### config.mk
export PLATFORM = sky130hd
export DESIGN_NAME = serial_rx_core
export DESIGN_NICKNAME = d
export VERILOG_FILES = /design/src/rtl/serial_rx_pkg.sv /design/src/rtl/rx_sync.sv /design/src/rtl/rx_frame.sv /design/src/rtl/rx_fifo.sv /design/src/rtl/serial_rx_core.sv
export SDC_FILE = /design/constraint.sdc
export NUM_CORES = 1
export LEC_CHECK = 0
export ABC_AREA = 1
export BUFFER_PORTS_ARGS = -buffer_cell sky130_fd_sc_hd__clkbuf_2
export CORE_MARGIN = 2
export CORE_UTILIZATION = 40
export CTS_CLUSTER_SIZE = 20
export DETAILED_ROUTE_END_ITERATION = 10
export PLACE_DENSITY = 0.56
export SYNTH_ARGS = -nofsm -noshare
export SYNTH_HDL_FRONTEND = slang
export SYNTH_HIERARCHICAL = 1
export SYNTH_SLANG_ARGS = --single-unit
### constraint.sdc
create_clock -name clk -period 6.1 [get_ports clk]
set_clock_uncertainty 0.15 [all_clocks]
set_input_delay 0.61 -clock clk [delete_from_list [all_inputs] [get_ports clk]]
set_output_delay 0.61 -clock clk [all_outputs]
set_load 0.005 [all_outputs]
### src/rtl/serial_rx_pkg.sv
package serial_rx_pkg;

    localparam int DATA_W = 8;

    typedef enum logic [2:0] {
        RX_IDLE,
        RX_START,
        RX_DATA,
        RX_PAR,
        RX_STOP,
        RX_BRKWAIT
    } rx_state_e;

    typedef struct packed {
        logic              brk;
        logic              frm;
        logic              par;
        logic [DATA_W-1:0] data;
    } rx_entry_t;

    localparam int ENTRY_W = $bits(rx_entry_t);

    // index of the last data bit for a length select (5..8 bits)
    function automatic logic [2:0] last_bit_idx(input logic [1:0] sel);
        return {1'b1, sel};
    endfunction

    function automatic logic [4:0] trig_level(input logic [1:0] sel);
        case (sel)
            2'd0:    return 5'd1;
            2'd1:    return 5'd4;
            2'd2:    return 5'd8;
            default: return 5'd14;
        endcase
    endfunction

    function automatic logic expected_parity(input logic [DATA_W-1:0] d,
                                             input logic even,
                                             input logic stick);
        if (stick) return ~even;
        return even ? ^d : ~^d;
    endfunction

    function automatic logic entry_has_err(input rx_entry_t e);
        return e.brk | e.frm | e.par;
    endfunction

endpackage

### src/rtl/rx_sync.sv
module rx_sync #(
    parameter int STAGES = 2
) (
    input  logic clk,
    input  logic rst,
    input  logic din,
    output logic dout
);
    logic [STAGES-1:0] chain;

    always_ff @(posedge clk) begin
        if (rst) chain <= '1;
        else     chain <= {chain[STAGES-2:0], din};
    end

    assign dout = chain[STAGES-1];
endmodule

### src/rtl/rx_frame.sv
module rx_frame
    import serial_rx_pkg::*;
#(
    parameter int OSR = 16
) (
    input  logic      clk,
    input  logic      rst,
    input  logic      tick,
    input  logic      rxs,
    input  logic [1:0] word_len,
    input  logic      par_en,
    input  logic      par_even,
    input  logic      par_stick,
    output logic      push,
    output rx_entry_t entry
);
    localparam int CW = $clog2(OSR);
    localparam logic [CW-1:0] MID  = CW'(OSR / 2 - 1);
    localparam logic [CW-1:0] LAST = CW'(OSR - 1);

    rx_state_e         state;
    logic [CW-1:0]     cnt;
    logic [2:0]        bidx;
    logic [DATA_W-1:0] dbuf;
    logic              all_low;
    logic              par_bad;
    logic              is_brk;

    assign is_brk = all_low & ~rxs;

    always_ff @(posedge clk) begin
        if (rst) begin
            state   <= RX_IDLE;
            cnt     <= '0;
            bidx    <= '0;
            dbuf    <= '0;
            all_low <= 1'b1;
            par_bad <= 1'b0;
            push    <= 1'b0;
            entry   <= '0;
        end else begin
            push <= 1'b0;
            if (tick) begin
                case (state)
                    RX_IDLE: begin
                        if (!rxs) begin
                            state <= RX_START;
                            cnt   <= '0;
                        end
                    end
                    RX_START: begin
                        if (cnt == MID) begin
                            cnt <= '0;
                            if (!rxs) begin
                                state   <= RX_DATA;
                                bidx    <= '0;
                                dbuf    <= '0;
                                all_low <= 1'b1;
                                par_bad <= 1'b0;
                            end else begin
                                state <= RX_IDLE;
                            end
                        end else begin
                            cnt <= cnt + 1'b1;
                        end
                    end
                    RX_DATA: begin
                        if (cnt == LAST) begin
                            cnt        <= '0;
                            dbuf[bidx] <= rxs;
                            all_low    <= all_low & ~rxs;
                            if (bidx == last_bit_idx(word_len))
                                state <= par_en ? RX_PAR : RX_STOP;
                            else
                                bidx <= bidx + 1'b1;
                        end else begin
                            cnt <= cnt + 1'b1;
                        end
                    end
                    RX_PAR: begin
                        if (cnt == LAST) begin
                            cnt     <= '0;
                            par_bad <= (rxs != expected_parity(dbuf, par_even, par_stick));
                            all_low <= all_low & ~rxs;
                            state   <= RX_STOP;
                        end else begin
                            cnt <= cnt + 1'b1;
                        end
                    end
                    RX_STOP: begin
                        if (cnt == LAST) begin
                            cnt  <= '0;
                            push <= 1'b1;
                            if (is_brk) begin
                                entry <= '{brk: 1'b1, frm: 1'b0, par: 1'b0, data: '0};
                                state <= RX_BRKWAIT;
                            end else begin
                                entry <= '{brk: 1'b0, frm: ~rxs, par: par_bad, data: dbuf};
                                state <= RX_IDLE;
                            end
                        end else begin
                            cnt <= cnt + 1'b1;
                        end
                    end
                    RX_BRKWAIT: begin
                        if (rxs) state <= RX_IDLE;
                    end
                    default: state <= RX_IDLE;
                endcase
            end
        end
    end
endmodule

### src/rtl/rx_fifo.sv
module rx_fifo #(
    parameter int DEPTH = 16,
    parameter int W     = 11,
    localparam int AW    = $clog2(DEPTH),
    localparam int CNT_W = $clog2(DEPTH + 1)
) (
    input  logic             clk,
    input  logic             rst,
    input  logic             wr,
    input  logic             rd,
    input  logic [W-1:0]     din,
    output logic [W-1:0]     dout,
    output logic [CNT_W-1:0] count
);
    logic [W-1:0]  mem [DEPTH];
    logic [AW-1:0] wp, rp;

    always_ff @(posedge clk) begin
        if (wr) mem[wp] <= din;
    end

    always_ff @(posedge clk) begin
        if (rst) begin
            wp    <= '0;
            rp    <= '0;
            count <= '0;
        end else begin
            if (wr) wp <= (wp == AW'(DEPTH - 1)) ? '0 : wp + 1'b1;
            if (rd) rp <= (rp == AW'(DEPTH - 1)) ? '0 : rp + 1'b1;
            count <= count + CNT_W'(wr) - CNT_W'(rd);
        end
    end

    assign dout = mem[rp];
endmodule

### src/rtl/serial_rx_core.sv
module serial_rx_core
    import serial_rx_pkg::*;
#(
    parameter int DEPTH       = 16,
    parameter int OSR         = 16,
    parameter int SYNC_STAGES = 2
) (
    input  logic       clk,
    input  logic       rst,
    input  logic       tick16,
    input  logic       rx_in,
    input  logic [1:0] word_len,
    input  logic       par_en,
    input  logic       par_even,
    input  logic       par_stick,
    input  logic [1:0] trig_sel,
    input  logic       rd_data,
    input  logic       rd_lsr,
    output logic [7:0] rx_data,
    output logic [7:0] lsr,
    output logic       rx_ready
);
    localparam int CNT_W = $clog2(DEPTH + 1);

    logic             rxs;
    logic             frm_push;
    rx_entry_t        frm_entry;
    logic [ENTRY_W-1:0] fifo_dout;
    rx_entry_t        head;
    logic [CNT_W-1:0] fifo_cnt;
    logic             fifo_full, fifo_empty;
    logic             push_ok, popping, head_new, head_new_q;
    logic             ovr;
    logic [2:0]       sticky;   // {brk, frm, par}
    logic [CNT_W-1:0] err_cnt;

    rx_sync #(.STAGES(SYNC_STAGES)) u_sync (
        .clk (clk), .rst (rst), .din (rx_in), .dout (rxs)
    );

    rx_frame #(.OSR(OSR)) u_frame (
        .clk       (clk),
        .rst       (rst),
        .tick      (tick16),
        .rxs       (rxs),
        .word_len  (word_len),
        .par_en    (par_en),
        .par_even  (par_even),
        .par_stick (par_stick),
        .push      (frm_push),
        .entry     (frm_entry)
    );

    assign fifo_full  = (fifo_cnt == CNT_W'(DEPTH));
    assign fifo_empty = (fifo_cnt == '0);
    assign popping    = rd_data && !fifo_empty;
    assign push_ok    = frm_push && (!fifo_full || popping);

    rx_fifo #(.DEPTH(DEPTH), .W(ENTRY_W)) u_fifo (
        .clk   (clk),
        .rst   (rst),
        .wr    (push_ok),
        .rd    (popping),
        .din   (frm_entry),
        .dout  (fifo_dout),
        .count (fifo_cnt)
    );

    assign head = rx_entry_t'(fifo_dout);

    // a different character sits at the head after this edge
    assign head_new = (push_ok && (fifo_empty || (popping && fifo_cnt == CNT_W'(1))))
                   || (popping && fifo_cnt > CNT_W'(1));

    always_ff @(posedge clk) begin
        if (rst) begin
            head_new_q <= 1'b0;
            sticky     <= '0;
            ovr        <= 1'b0;
            err_cnt    <= '0;
        end else begin
            head_new_q <= head_new;
            if (head_new_q)
                sticky <= (rd_lsr ? 3'b000 : sticky) | {head.brk, head.frm, head.par};
            else if (rd_lsr)
                sticky <= '0;
            if (frm_push && fifo_full && !popping) ovr <= 1'b1;
            else if (rd_lsr)                       ovr <= 1'b0;
            err_cnt <= err_cnt + CNT_W'(push_ok && entry_has_err(frm_entry))
                               - CNT_W'(popping && entry_has_err(head));
        end
    end

    assign rx_data  = head.data;
    assign lsr      = {(err_cnt != '0), 2'b00, sticky, ovr, !fifo_empty};
    assign rx_ready = (fifo_cnt >= CNT_W'(trig_level(trig_sel)));
endmodule

==> summary by stage <==
STA
The worst hold margin is 115 ps. Setup violations remaining at the end of the flow were counted as 0. The maximum frequency from static timing analysis is 0.261 GHz. The setup slack of the critical path after layout is 2270 ps. The count of pins over their slew limit came to 0.

The transition time at the pin with the least slew margin is 1260 ps. The worst pin sits at a relative slew slack of 0.156. The final critical-path required period is 3830 ps. The share of the cycle needed by the critical path after routing is 0.627. The setup total negative slack is 0 ps. The final hold violation count is 0. Setup repair after global routing left no endpoint under its margin.

CTS
The clock-pin transition on the worst setup and hold timing paths is 60 ps. The cts-stage hold buffer count is 0. The clock network latency to the later pin of the worst-skew pair is 520 ps. The TritonCTS sink count is 237. The maximum clock insertion buffer count is 3. The post-CTS setup buffer count is 0. Once the clock tree was built, the resizer swapped 0 gates to a different size.

The cell at the root of the clock tree is clkbuf_16. The total CTS buffers is 26. CTS built an H-tree with a depth of 1. TritonCTS built the clock tree.

Routing
The average detailed-routed wire length per instance is 14.9 um. In the routed layout, each cell is associated on average with a via count of 4.84. Detailed routing inserted a total of 7800 vias. The number of design rule violations left after detail routing is 0.

The count of nets left with antenna violations once routing finished came out at 0. The routed design has 24000 um of wire. The number of violations reported at the end of detailed-routing iteration 0 is 594.

The pre-antenna-repair detailed-routing pass consisted of 5 iterations.

Layout
The layout overhead on the synthesized area is 11.0%. Fill cells in the final layout number 2638. The final net count is 1287.

The share of final-layout standard cells stronger than drive strength 1 is 0.0922. The number of antenna diodes in the final layout is 0.

Yosys
The predominant post-synthesis flop cell is edfxtp_1. Yosys instantiated no cell more often than nand2_1. The synthesized design contains 176 enable-type register cells.

Counting distinct cell types in the post-synthesis netlist gives 42. The post-synthesis instance area is 0.0110 mm^2. Of all cell types, the one taking the most synthesized area is edfxtp_1. Of the synthesized area, sequential elements account for 0.589.

The area fraction of the dominant cell type after synthesis is 0.479. The count of state elements after synthesis is 237. In the synthesized netlist, the cells that appear most often are nand2_1, inv_1, edfxtp_1. The fraction of synthesis flops using an asynchronous set or reset pin is 0. The mean cell area of the mapped netlist is 9.01 um^2. In the post-synthesis netlist, the biggest area contributors are edfxtp_1, nand2_1, dfxtp_1, inv_1, nand3_1. The warning count from the yosys run is 6. The instance count of the mapped netlist is 1225.

Global route
The first global-routing pass estimated 39100 um of wire. Entering global routing, the biggest net connects 89 pins. Summed over all layers, the global routing overflow is 0. The initial antenna violation count is 0. The via count of the first global-routing pass is 7470.

Across every metal layer, demand over resource in global routing totals 0.171.

Placement
The sum of net half-perimeters after detailed placement is 15100 um. The count of buffers inserted at the top-level ports is 27. At the placement stage, the worst setup path has a slack of 2250 ps. Routability-driven placement finished with a final weighted congestion of 0.820.

Die
The floorplan step defined a die boundary enclosing 0.0290 mm^2. The number of placed I/O pins is 30. The row count is 60.

From bottom edge to top edge, the die measures 170 um. The floorplan die width is 170 um. The core outline area is 0.0270 mm^2.

The starting density of the core is 0.409.

Power and ir drop
VDD sags by at most 215 uV. The fraction of power consumed by the clock network is 0.340. Of the total power, registers draw 0.424.

For this design the static power due to leakage is 5.27 nW. The cell internal power dissipation is 2.98 mW. The share of total power dissipated in combinational logic is 0.236. The total power divided by cell area is 353 mW/mm^2.

Summed over all nets, the switching power comes to 1.34 mW. Of the total power, the share spent switching nets is 0.311.

Setup path
The critical path endpoint category is a flip-flop. STA classifies the critical path startpoint as a flip-flop. Data on the critical path arrives at its endpoint at 4090 ps. STA puts the critical path data required time at 6370 ps.

The worst setup path is of the flip-flop to flip-flop kind. The maximum fanout along the worst path is 23.

Run status
The run finished with clean final reports.

Min path
The class of the tightest hold or removal check is input port to flip-flop.

Flow run
The max capacitance violation total is 0.
[metal layers]
metal / track usage / vias up / part of all wire / wire (um)
met5: 0 / - / 0 / 0
met4: 0.0401 / 0 / 0.018 / 438
met3: 0.0247 / 33 / 0.046 / 1110
met2: 0.287 / 164 / 0.47 / 11300
met1: 0.234 / 3645 / 0.46 / 11100
li1: - / 3958 / - / -
[area by class of cell]
type / instances / area [um^2] / area share
flip-flops and latches: 237 / 6510 / 0.531
multi-input cells: 723 / 3460 / 0.282
inverters: 222 / 838 / 0.0684
clock buffers: 36 / 719 / 0.0587
well taps: 341 / 427 / 0.0348
repair buffers: 40 / 233 / 0.0190
clock inverters: 11 / 75.1 / 0.00612
[cells by family (layout without fill, tap and decap cells)]
| family | count (synthesis) | in the layout | synth area share |
|---|---|---|---|
| other | 1 | 2 | 0.000340 |
| adders and majority gates | 24 | 24 | 0.0286 |
| xor gates and xnor gates | 5 | 5 | 0.00397 |
| AOI/OAI and AO/OA | 73 | 73 | 0.0372 |
| and+or+nand+nor | 619 | 619 | 0.243 |
| buffers and inverters | 266 | 309 | 0.0981 |
| DFF | 237 | 237 | 0.589 |
[per-stage QoR]
step	utilization	instance area [um^2]	std cells	power [mW]
2_1_floorplan	-	11000	1226	2.68
3_3_place_gp	0.424	11500	1563	2.88
3_5_place_dp	0.424	11500	1563	2.89
4_1_cts	0.454	12300	1610	4.37
5_1_grt	0.454	12300	1610	4.60
6_report	0.454	12300	1610	4.32
[worst max-delay path, cell delays in order, from the launching register on]
cell     delay [ps]
dfxtp_1         930
inv_1           680
nand3_1         250
nand3_1         150
nand2_1         140
nor3_1           70
nor2_1          110
ha_1            230
inv_1            50
ha_1            130
inv_1            60
fa_1            380
inv_1            90
nand3_1         100
a21oi_1         150
nor2_1           60
[cell usage in the layout (no fill, tap or decap), drive strengths merged, types with 2 or more instances in the layout]
| master | n |
|---|---|
| a21oi | 45 |
| buf | 13 |
| clkbuf | 63 |
| clkinv | 10 |
| conb | 2 |
| dfxtp | 61 |
| edfxtp | 176 |
| fa | 2 |
| ha | 22 |
| inv | 222 |
| nand2 | 374 |
| nand3 | 151 |
| nand4 | 7 |
| nor2 | 66 |
| nor3 | 17 |
| o21ai | 23 |
| or2 | 2 |
| xnor2 | 2 |
| xor2 | 3 |
[flip-flops by register name, indices dropped and copies added, names as in the netlist, named ones only]
register	cells
err_cnt	5
u_frame/push	1
u_frame/par_bad	1
u_fifo/rp	4
u_fifo/wp	4
sticky	3
u_fifo/mem	176
u_frame/dbuf	8
u_frame/all_low	1
ovr	1
head_new_q	1
u_frame/state	3
u_frame/bidx	3
u_frame/entry	11
u_frame/cnt	4
u_sync/chain	2
u_fifo/count	5
[power groups by stage]
stage                     sequential (mW)  combinational (mW)  clock, mW
after global placement               1.87                1.01          0
after CTS                            1.83                1.03       1.51
after floorplan                      1.85               0.836          0
after detailed placement             1.87                1.02          0
after global routing                 1.84                1.19       1.57
final                                1.83                1.02       1.47
[worst paths after layout]
| check | startpoint | to | slack [ps] | cells past startpoint |
|---|---|---|---|---|
| max | flip-flop | err_cnt[4] | 2270 | 15 |
| min | rx_in | u_sync/chain[0] | 110 | 3 |
| max reg2reg | flip-flop | err_cnt[4] | 2270 | 15 |
| min reg2reg | u_sync/chain[0] | u_sync/chain[1] | 260 | 2 |
Power figures use the tool's default switching activity.
